--- src/rtl/wprot_pkg.sv ---
package wprot_pkg;

  localparam logic [7:0] CMD_WEL_CLR  = 8'h00;
  localparam logic [7:0] CMD_WEL_SET  = 8'h02;
  localparam logic [7:0] CMD_RWEL_SET = 8'h06;

  typedef struct packed {
    logic tim_b;
    logic lk1;
    logic lk0;
    logic tim_a;
  } nv_t;

  // lock decision from the two top address bits
  function automatic logic lock_hit(input logic [1:0] code, input logic [1:0] top);
    case (code)
      2'b00:   lock_hit = 1'b0;
      2'b01:   lock_hit = &top;
      2'b10:   lock_hit = top[1];
      default: lock_hit = 1'b1;
    endcase
  endfunction

  function automatic logic [7:0] pack_view(input nv_t nv, input logic wel, input logic rwel,
                                           input logic s2, input logic s3);
    pack_view = {nv.tim_b, s3, s2, nv.lk1, nv.lk0, rwel, wel, nv.tim_a};
  endfunction

  function automatic nv_t nv_from_byte(input logic [7:0] d);
    nv_from_byte = '{tim_b: d[7], lk1: d[4], lk0: d[3], tim_a: d[0]};
  endfunction

endpackage

--- src/rtl/wprot_decode.sv ---
module wprot_decode
  import wprot_pkg::*;
(
  input  logic       reg_wr,
  input  logic [7:0] data,
  input  logic       wel,
  input  logic       rwel,
  input  logic       busy,
  output logic       cmd_wel,
  output logic       cmd_rwel_set,
  output logic       cmd_commit,
  output logic       reg_ack
);
  logic go;
  always_comb begin
    go           = reg_wr && !busy;
    cmd_wel      = go && !rwel && (data == CMD_WEL_SET || data == CMD_WEL_CLR);
    cmd_rwel_set = go && !rwel && wel && (data == CMD_RWEL_SET);
    cmd_commit   = go && rwel;
    reg_ack      = cmd_wel || cmd_rwel_set || cmd_commit;
  end
endmodule

--- src/rtl/wprot_gate.sv ---
module wprot_gate
  import wprot_pkg::*;
#(
  parameter int ADDR_W = 8
) (
  input  logic              arr_wr,
  input  logic [ADDR_W-1:0] addr,
  input  logic              wip_wr,
  input  logic              wel,
  input  logic              busy,
  input  logic [1:0]        code,
  output logic              arr_permit,
  output logic              wip_permit,
  output logic              lock_ev
);
  logic hit;
  always_comb begin
    hit        = lock_hit(code, addr[ADDR_W-1 -: 2]);
    lock_ev    = arr_wr && !busy && hit;
    arr_permit = arr_wr && !busy && wel && !hit;
    wip_permit = wip_wr && !busy && wel && (code == 2'b00);
  end
endmodule

--- src/rtl/wprot_nvbank.sv ---
module wprot_nvbank
  import wprot_pkg::*;
#(
  parameter int BUSY_CYC = 8
) (
  input  logic clk,
  input  logic rst_n,
  input  logic pwr_cycle,
  input  logic commit,
  input  nv_t  nv_in,
  output nv_t  nv_q,
  output logic busy,
  output logic commit_done
);
  localparam int CW = $clog2(BUSY_CYC + 1);
  localparam logic [CW-1:0] LOAD = CW'(BUSY_CYC);

  logic [CW-1:0] cnt;

  always_ff @(posedge clk or negedge rst_n) begin
    if (!rst_n) begin
      nv_q <= '0;
      cnt  <= '0;
    end else begin
      if (commit) nv_q <= nv_in;
      if (pwr_cycle)      cnt <= '0;
      else if (commit)    cnt <= LOAD;
      else if (cnt != '0) cnt <= cnt - 1'b1;
    end
  end

  assign busy        = (cnt != '0);
  assign commit_done = (cnt == CW'(1)) && !pwr_cycle;
endmodule

--- src/rtl/wprot_csr.sv ---
module wprot_csr
  import wprot_pkg::*;
#(
  parameter int ADDR_W   = 8,
  parameter int BUSY_CYC = 8
) (
  input  logic              clk,
  input  logic              rst_n,
  input  logic              pwr_cycle_i,
  input  logic              reg_wr_i,
  input  logic [7:0]        reg_wdata_i,
  output logic              reg_ack_o,
  output logic [7:0]        reg_rdata_o,
  input  logic              stat_v2_i,
  input  logic              stat_v3_i,
  input  logic              arr_wr_i,
  input  logic [ADDR_W-1:0] arr_addr_i,
  output logic              arr_permit_o,
  input  logic              wip_wr_i,
  output logic              wip_permit_o,
  output logic              busy_o
);
  logic wel_q, rwel_q;
  logic cmd_wel, cmd_rwel_set, cmd_commit;
  logic lock_ev, commit_done, busy;
  nv_t  nv_q;

  wprot_decode u_dec (
    .reg_wr(reg_wr_i), .data(reg_wdata_i), .wel(wel_q), .rwel(rwel_q), .busy(busy),
    .cmd_wel(cmd_wel), .cmd_rwel_set(cmd_rwel_set), .cmd_commit(cmd_commit),
    .reg_ack(reg_ack_o)
  );

  wprot_gate #(.ADDR_W(ADDR_W)) u_gate (
    .arr_wr(arr_wr_i), .addr(arr_addr_i), .wip_wr(wip_wr_i), .wel(wel_q), .busy(busy),
    .code({nv_q.lk1, nv_q.lk0}), .arr_permit(arr_permit_o), .wip_permit(wip_permit_o),
    .lock_ev(lock_ev)
  );

  wprot_nvbank #(.BUSY_CYC(BUSY_CYC)) u_nv (
    .clk(clk), .rst_n(rst_n), .pwr_cycle(pwr_cycle_i), .commit(cmd_commit),
    .nv_in(nv_from_byte(reg_wdata_i)), .nv_q(nv_q), .busy(busy), .commit_done(commit_done)
  );

  // volatile enable latches
  always_ff @(posedge clk or negedge rst_n) begin
    if (!rst_n) begin
      wel_q  <= 1'b0;
      rwel_q <= 1'b0;
    end else if (pwr_cycle_i) begin
      wel_q  <= 1'b0;
      rwel_q <= 1'b0;
    end else begin
      if (cmd_wel || cmd_commit) wel_q <= reg_wdata_i[1];
      if (lock_ev || commit_done) rwel_q <= 1'b0;
      else if (cmd_rwel_set)      rwel_q <= 1'b1;
    end
  end

  assign busy_o      = busy;
  assign reg_rdata_o = pack_view(nv_q, wel_q, rwel_q, stat_v2_i, stat_v3_i);
endmodule

--- config.mk ---
export PLATFORM = sky130hd
export DESIGN_NAME = wprot_csr
export DESIGN_NICKNAME = d
export VERILOG_FILES = /design/src/rtl/wprot_pkg.sv /design/src/rtl/wprot_decode.sv /design/src/rtl/wprot_gate.sv /design/src/rtl/wprot_nvbank.sv /design/src/rtl/wprot_csr.sv
export SDC_FILE = /design/constraint.sdc
export NUM_CORES = 1
export LEC_CHECK = 0
export BUFFER_PORTS_ARGS = -buffer_cell sky130_fd_sc_hd__buf_2
export CAP_MARGIN = 10
export CORE_MARGIN = 1.5
export CORE_UTILIZATION = 46
export CTS_CLUSTER_DIAMETER = 80
export DETAILED_ROUTE_END_ITERATION = 8
export PLACE_DENSITY = 0.82
export SYNTH_ARGS = -nofsm -noshare
export SYNTH_HDL_FRONTEND = slang
export SYNTH_SLANG_ARGS = --single-unit
export TNS_END_PERCENT = 20
--- constraint.sdc ---
create_clock -name clk -period 3.87 [get_ports clk]
set_input_delay 0.1935 -clock clk [delete_from_list [all_inputs] [get_ports clk]]
set_output_delay 0.1935 -clock clk [all_outputs]
set_load 0.02 [all_outputs]
==> flow_metrics.tcl, run 1 <==
set metrics [dict create \
    drive_gt1_frac 0.444 \
    ios 36 \
    hold_violations 0 \
    r2r_end "u_nv.cnt[1]$_DFFE_PN0P_" \
    dp_cells 100 \
    hpwl_um 1050 \
    antenna_found_initial 0 \
    dieArea_um2 1650 \
    die_width_um 40.6 \
    min_path_type "input port to flop" \
    grt_pass1_vias 470 \
    h-tree-depth 1 \
    cts_sinks 10 \
    r2r_setup_slack_ns 2.18 \
    grt_busiest_layer "met2" \
    grt_overflow 0 \
    grt_start_max_net_pins 11 \
    worst_skew_pair.late_latency_ns 0.27 \
    grt_use_total 0.201 \
    clock.fmax_mhz 480 \
    met3_usage 0.0598 \
    clock_skew_ns 0.000291 \
    cp.required_ns 3.68 \
    tightestPinTransition_ns 0.327 \
    path_class "flop to primary output" \
    numCtsBuffers 3 \
    maxSlewHeadroom 0.776 \
    numPortBuffers 25 \
    wl_per_cell_um 12.7 \
    instances_no_fill 105 \
    dr_total_vias 583 \
    cellPowerDensity_nw_per_um2 503 \
    yosys_register_bits 10 \
    nFillCells 107 \
    finalWeightedCongestion 0.696 \
    met2_usage 0.302 \
    path_max_fanout 5 \
    rows 13 \
    async_reset_ff_frac 1.00 \
    cts-resized-gates 0 \
    cts-root-buf "clkbuf_4" \
    maxCapViolCount 0 \
    rsz0062_at_grt "no" \
    area_growth_pct 24.6 \
    outcome "complete, no violations" \
    remaining_drc_errors 0 \
    layout_commonest_cell "buf_2" \
    yosysWarningCount 0 \
    p_leak_uw 0.000413 \
    hold_end "rwel_q$_DFFE_PN0P_" \
    clk_pin_slew_ns 0.07 \
    hold_start "arr_wr_i" \
    critPathCaptureType "primary output" \
    diodes 0 \
    syn_inst 64 \
    arrival_ns 1.89 \
    fin_nets 117 \
    dr.pass1.iters 4 \
    grt_util_met1 0.239 \
    initial_core_util 0.495 \
    reg2regPathDepth 5 \
    cts_max_path_buffers 2 \
    fin_crit_sh 0.538 \
    grt_pass1_wl_um 2020 \
    ant_nets 0 \
    cts_tree "yes" \
    slew_viol_final 0 \
    vias_per_cell 5.55 \
    yosysUniqueCellTypes 30 \
    die_h_um 40.6 \
    mostFrequentLayoutCells "buf_2 (25), dfrtp_1 (10), nor2_1 (6)" \
    netlist_area_um2 652 \
    post-cts-setup-buffer-count 0 \
    setup_viol 0 \
    drt_iter0_drc 11 \
    avgSynthCellArea_um2 10.2 \
    syn-num-nets 90 \
    timing.final.crit_period_ns 2.08 \
    start_kind "flop" \
    min_path_cells 2 \
    ys.flop_type "dfrtp_1" \
    synth-edff-count 0 \
    routed_wl_um 1330 \
    timing.hold.ws_ns 0.118 \
    setup_tns_ns 0 \
    regToRegStartpoint "u_nv.cnt[0]$_DFFE_PN0P_" \
    design.core.area_um2 1320 \
    yosysSeqAreaShare 0.384 \
    peakVddDrop_uv 270 \
]
## power breakdown
part           internal, µW  total (µW)  switching, µW
Clock                  57.3        99.3           42.0
Combinational          77.0         170           92.8
Sequential              121         139           18.6
Total                   255         408            153
## flip-flops by register name (all words and copies together), names as in the netlist
signal and count:
rwel_q 1, u_nv.cnt 4, u_nv.nv_q 4, wel_q 1
## routing by layer
metal,share of wire,wire (µm),vias up
met1,0.45,601,262
met5,0,0,-
li1,-,-,285
met2,0.44,593,29
met3,0.079,105,7
met4,0.024,32,0
## layout make-up
class | count | area [µm²] | share of cell area
Inverter | 4 | 15.0 | 0.0185
Tap cell | 15 | 18.8 | 0.0231
Multi-Input combinational cell | 46 | 357 | 0.439
Timing Repair Buffer | 26 | 135 | 0.166
Sequential cell | 10 | 250 | 0.308
Clock buffer | 4 | 36.3 | 0.0447
## stage by stage
| stage | power, µW | util | instance area [µm²] | worst slack (ns) |
|---|---|---|---|---|
| floorplan | 269 | - | 652 | 2.02 |
| global placement | 305 | 0.581 | 766 | 2.13 |
| detailed placement | 309 | 0.581 | 766 | 2.13 |
| CTS | 408 | 0.616 | 812 | 1.82 |
| global route | 435 | 0.616 | 812 | 1.62 |
| finish | 408 | 0.616 | 812 | 1.79 |
## Yosys cell counts, types with 2 or more instances
| library cell | number | area share |
|---|---|---|
| nand2_1 | 3 | 0.017 |
| inv_1 | 4 | 0.023 |
| nor2_1 | 6 | 0.035 |
| nand4b_1 | 2 | 0.027 |
| dfrtp_1 | 10 | 0.38 |
| nor3_1 | 4 | 0.031 |
| ha_1 | 2 | 0.038 |
| nand3_1 | 3 | 0.023 |
| buf_4 | 4 | 0.046 |
| mux2_2 | 4 | 0.069 |
| a21oi_1 | 3 | 0.023 |
## cells by family after synthesis
kind of cell	after synthesis	share of synthesized area
simple gates	28	0.294
compound gates	10	0.117
flops	10	0.384
buf+inv	8	0.0691
mux	5	0.0844
fa+ha+maj	2	0.0384
xor+xnor	1	0.0134
## repair_timing
action,4_1_cts,5_1_grt
hold buffers,1,0
hold endpoints to repair,10,0
setup endpoints to repair,0,0
## critical path, cell delays in order, from the launching register on
cell and delay, ns:
dfrtp_1 0.40, inv_1 0.10, ha_1 0.23, nor3b_2 0.33
inv_1 0.15, nor3_1 0.21, buf_2 0.20
## how the worst max path moves through the flow
stage / from / end / slack [ns] / depth (start not counted)
final: u_nv.cnt[0]$_DFFE_PN0P_ / wip_permit_o / 1.79 / 6
after global routing: u_nv.cnt[0]$_DFFE_PN0P_ / wip_permit_o / 1.62 / 6
after CTS: u_nv.cnt[0]$_DFFE_PN0P_ / wip_permit_o / 1.82 / 6
after detailed placement: u_nv.cnt[0]$_DFFE_PN0P_ / wip_permit_o / 2.13 / 6
after global placement: u_nv.cnt[0]$_DFFE_PN0P_ / wip_permit_o / 2.13 / 6
after floorplan: u_nv.cnt[0]$_DFFE_PN0P_ / wip_permit_o / 2.02 / 5
(Power assumes the default switching activity.)
==> run 2, diff against run 1 <==
CORE_UTILIZATION = 38   (was 46)
PLACE_DENSITY = 0.73   (was 0.82)
clock period = 1.89 ns   (was 3.87 ns; I/O delays follow)
==> run 2 against run 1 <==
  * Core utilization shrank 6.8 points
  * Highest routed layer unchanged
  * Critical path depth grew 1
  * Critical endpoint is now arr_permit_o
  * Total power grew 140%
  * Critical path type unchanged
==> flow_metrics.tcl, run 2 (synthesized netlist as in run 1, its figures left out) <==
set metrics [dict create \
    outcome "complete, no violations" \
    p_leak_uw 0.000429 \
    final_cell_area_um2 855 \
    numPortBuffers 25 \
    dieArea_um2 1970 \
    arrival_ns 1.71 \
    drt_iter0_drc 15 \
    dr.pass1.iters 6 \
    path_class "flop to primary output" \
    mostFrequentLayoutCells "buf_2 (25), dfrtp_1 (10), nor2_1 (6)" \
    path_max_fanout 5 \
    fin_nets 120 \
    cts_sinks 10 \
    area_growth_pct 31.1 \
    rows 14 \
    critPathCaptureType "primary output" \
    peakVddDrop_uv 655 \
    fin_crit_sh 0.952 \
    dr_total_vias 594 \
    drive_gt1_frac 0.473 \
    hold_violations 0 \
    clk_pin_slew_ns 0.07 \
    wl_per_cell_um 13.4 \
    grt_start_max_net_pins 11 \
    finalWeightedCongestion 0.821 \
    worst_skew_pair.late_latency_ns 0.27 \
    cp-startpoint "u_nv.cnt[0]$_DFFE_PN0P_" \
    design.core.area_um2 1560 \
    hold_start "arr_wr_i" \
    nFillCells 136 \
    place_area_um2 767 \
    clock.fmax_mhz 556 \
    setup_viol 0 \
    remaining_drc_errors 0 \
    h-tree-depth 1 \
    reg2regPathDepth 5 \
    timing.hold.ws_ns 0.0107 \
    clock_skew_ns 0.000256 \
    ios 36 \
    grt_overflow 0 \
    maxCapViolCount 0 \
    r2r_end "u_nv.nv_q[2]$_DFFE_PN0P_" \
    die_width_um 44.4 \
    cts-root-buf "clkbuf_4" \
    antenna_found_initial 0 \
    tightestPinTransition_ns 0.345 \
    die_h_um 44.4 \
    maxSlewHeadroom 0.768 \
    timing.final.crit_period_ns 1.80 \
    cp.required_ns 1.80 \
    cp-endpoint "arr_permit_o" \
    slew_viol_final 0 \
    min_path_type "input port to flop" \
    regToRegStartpoint "u_nv.cnt[0]$_DFFE_PN0P_" \
    initial_core_util 0.418 \
    grt_use_total 0.163 \
    hpwl_um 1070 \
    ant_nets 0 \
    routed_wl_um 1460 \
    numCtsBuffers 3 \
    cts_max_path_buffers 2 \
    r2r_setup_slack_ns 0.28 \
    diodes 0 \
    start_kind "flop" \
    layout_commonest_cell "buf_2" \
    reg.largest.list "u_nv.cnt: 4 flops, u_nv.nv_q: 4 flops" \
    vias_per_cell 5.45 \
    grt_pass1_vias 522 \
    cellPowerDensity_nw_per_um2 1130 \
    cts_tree "yes" \
    grt_pass1_wl_um 2280 \
]
-- run 2: cell count changes in the layout (fill, tap and decap cells not counted), sizes merged --
cell	previous run	this run
buf	25	28
-- run 2: layout make-up --
type / instances / area [µm²] / share of cell area
flip-flops and latches: 10 / 250 / 0.293
well taps: 16 / 20.0 / 0.0234
inverters: 4 / 15.0 / 0.0176
repair buffers: 29 / 158 / 0.184
clock buffers: 4 / 36.3 / 0.0425
multi-input cells: 46 / 375 / 0.439
-- run 2: through the flow --
stage	setup WS (ns)	cells	power, µW	TNS (ns)	util
after floorplan	0.137	64	552	0	-
after detailed placement	0.212	101	635	0	0.492
after global routing	-0.0372	109	1030	-0.0732	0.548
final	0.0903	109	969	0	0.548
after CTS	0.0154	108	908	0	0.535
after global placement	0.246	101	625	0	0.492
-- run 2: power breakdown --
group	internal [µW]	switching (µW)	total, µW
combinational	257	224	480
clock	117	80.6	198
sequential	247	44.3	291
total	621	349	969
-- run 2: metal layers --
metal / routed length, µm / GRT usage
met2: 669 / 0.238
met4: 10 / 0.0545
met3: 80 / 0.0776
met1: 700 / 0.211
met5: 0 / 0
-- run 2: repair_timing --
action	in CTS	in global routing
buffers inserted	2	1
endpoints found under the hold margin	10	0
resized for setup	1	2
setup endpoints to repair	1	3
cloned	0	0
hold buffers	1	0
-- run 2: worst max-delay path: stages, from the launching register on --
cell	delay [ns]
dfrtp_1	0.40
inv_1	0.14
ha_4	0.18
nor3b_4	0.22
buf_4	0.15
nand3_1	0.07
nor2_1	0.09
buf_2	0.17
-- run 2: worst min path at each step --
| stage | end | cells past startpoint |
|---|---|---|
| final | rwel_q$_DFFE_PN0P_ | 2 |
| after global placement | u_nv.cnt[2]$_DFFE_PN0P_ | 1 |
| after global routing | rwel_q$_DFFE_PN0P_ | 2 |
| after CTS | rwel_q$_DFFE_PN0P_ | 2 |
| after floorplan | rwel_q$_DFFE_PN0P_ | 0 |
| after detailed placement | u_nv.cnt[2]$_DFFE_PN0P_ | 1 |
==> run 3, diff against run 2 <==
CAP_MARGIN = 20   (was 10)
CTS_CLUSTER_SIZE = 30   (was unset)
RECOVER_POWER = 50   (was unset)
==> run 3 against run 2 <==
  * Critical path depth stayed put
  * Final area is 0.59% lower
  * Combinational power hardly changed
  * Register-to-register slack hardly changed
  * Cell count stayed put
  * Maximum frequency hardly changed
  * Largest power group unchanged
==> flow_metrics.tcl, run 3 (synthesized netlist as in run 1, its figures left out) <==
set metrics [dict create \
    outcome "complete, no violations" \
    cp.depth 7 \
    max_stage_delay_ns 0.40 \
    clock_skew_ns 0.000270 \
    design.core.area_um2 1560 \
    maxSlewHeadroom 0.624 \
    cp.required_ns 1.80 \
    fin_nets 120 \
    remaining_drc_errors 0 \
    grt_overflow 0 \
    cts_sinks 10 \
    combPwrFrac 0.495 \
    clock_power_share 0.204 \
    mostFrequentLayoutCells "buf_2 (21), dfrtp_1 (10), nor2_1 (6)" \
    clk_pin_slew_ns 0.07 \
    dieArea_um2 1970 \
    setup_tns_ns 0 \
    initial_core_util 0.418 \
    grt_pass1_wl_um 2280 \
    hold_violations 0 \
    min_path_cells 2 \
    critical-path-slowest-cell "dfrtp_1" \
    reg2regPathDepth 5 \
    routed_wl_um 1460 \
    wl_met2_um 669 \
    crit_buf_inv 3 \
    cts_max_path_buffers 2 \
    route.met3.wl_um 77 \
    tightestPinTransition_ns 0.564 \
    min_path_type "input port to flop" \
    critical-path-top-delay-family "buffers and inverters" \
    slew_viol_final 0 \
    wl_per_cell_um 13.4 \
    drive_gt1_frac 0.430 \
    dr_total_vias 594 \
    arrival_ns 1.71 \
    vias_per_cell 5.45 \
    highest_layer "met4" \
    diodes 0 \
    cellPowerDensity_nw_per_um2 1140 \
    ant_nets 0 \
    numPortBuffers 25 \
    path_max_fanout 5 \
    timing.final.crit_period_ns 1.80 \
    cts_tree "yes" \
    critPathCaptureType "primary output" \
    finalWeightedCongestion 0.821 \
    antenna_found_initial 0 \
    layout_commonest_cell "buf_2" \
    timing.hold.ws_ns 0.0107 \
    nFillCells 140 \
    ios 36 \
    drt_iter0_drc 15 \
    start_kind "flop" \
    fin_crit_sh 0.952 \
    path_class "flop to primary output" \
    grt_start_max_net_pins 11 \
    power_frac_seq 0.300 \
    internal_power_uw 620 \
    dr.pass1.iters 6 \
    r2r_setup_slack_ns 0.28 \
    p_sw_frac 0.360 \
    p_leak_uw 0.000413 \
    grt_pass1_vias 522 \
    numCtsBuffers 3 \
    power_uw 969 \
    reg.largest.list "u_nv.cnt: 4 flops, u_nv.nv_q: 4 flops" \
    worst_skew_pair.late_latency_ns 0.27 \
    die_width_um 44.4 \
    h-tree-depth 1 \
    grt_use_total 0.163 \
    setup_viol 0 \
    maxCapViolCount 0 \
    clock.fmax_mhz 556 \
    hpwl_um 1070 \
    cts-root-buf "clkbuf_4" \
    rows 14 \
    power.switching_uw 349 \
    peakVddDrop_uv 654 \
    area_growth_pct 30.3 \
    crit_chain "inv_1, ha_4, nor3b_4, buf_4, nand3_1, nor2_1, buf_2" \
    die_h_um 44.4 \
    wl_met1_um 699 \
]
[run 3: cell types whose count changed in the layout (fill, tap and decap cells not counted)]
cell	before	now
buf_2	25	21
clkbuf_1	0	4
[run 3: final timing paths]
check | startpoint | endpoint
setup / recovery | u_nv.cnt[0]$_DFFE_PN0P_ | arr_permit_o
hold / removal | arr_wr_i | rwel_q$_DFFE_PN0P_
setup reg to reg | u_nv.cnt[0]$_DFFE_PN0P_ | u_nv.nv_q[2]$_DFFE_PN0P_
hold reg to reg | u_nv.nv_q[3]$_DFFE_PN0P_ | u_nv.nv_q[3]$_DFFE_PN0P_
max in group asynchronous | rst_n | u_nv.nv_q[3]$_DFFE_PN0P_
min in group asynchronous | rst_n | u_nv.cnt[3]$_DFFE_PN0P_
[run 3: through the flow]
step / util / std cells / cell area (µm²) / setup slack (ns)
floorplan: - / 64 / 652 / 0.137
global placement: 0.492 / 101 / 767 / 0.246
detailed placement: 0.492 / 101 / 767 / 0.212
CTS: 0.535 / 108 / 835 / 0.0154
global route: 0.545 / 109 / 850 / -0.0372
finish: 0.545 / 109 / 850 / 0.0900
[run 3: area by class of cell]
type                       count  area, µm²  area share
sequential                    10        250       0.295
tap                           16       20.0      0.0236
multi-input combinational     46        375       0.442
inverter                       4       15.0      0.0177
clock buffer                   4       36.3      0.0427
timing repair buffer          29        153       0.180
[run 3: power by group through the flow]
stage	registers [µW]	logic [µW]	clock network (µW)
after floorplan	280	272	0
after global placement	287	338	0
after detailed placement	288	347	0
after CTS	289	415	205
after global routing	294	525	215
final	291	480	198
[run 3: layer usage]
metal | vias up | track usage
met5 | - | 0
met4 | 0 | 0.0545
met3 | 3 | 0.0776
met2 | 21 | 0.238
met1 | 277 | 0.211
li1 | 293 | -
[run 3: what timing repair did]
action                                  4_1_cts  5_1_grt
endpoints found under the setup margin        1        3
buffers inserted                              2        1
endpoints found under the hold margin        10        0
hold buffers                                  1        0
gates resized for setup                       1        2
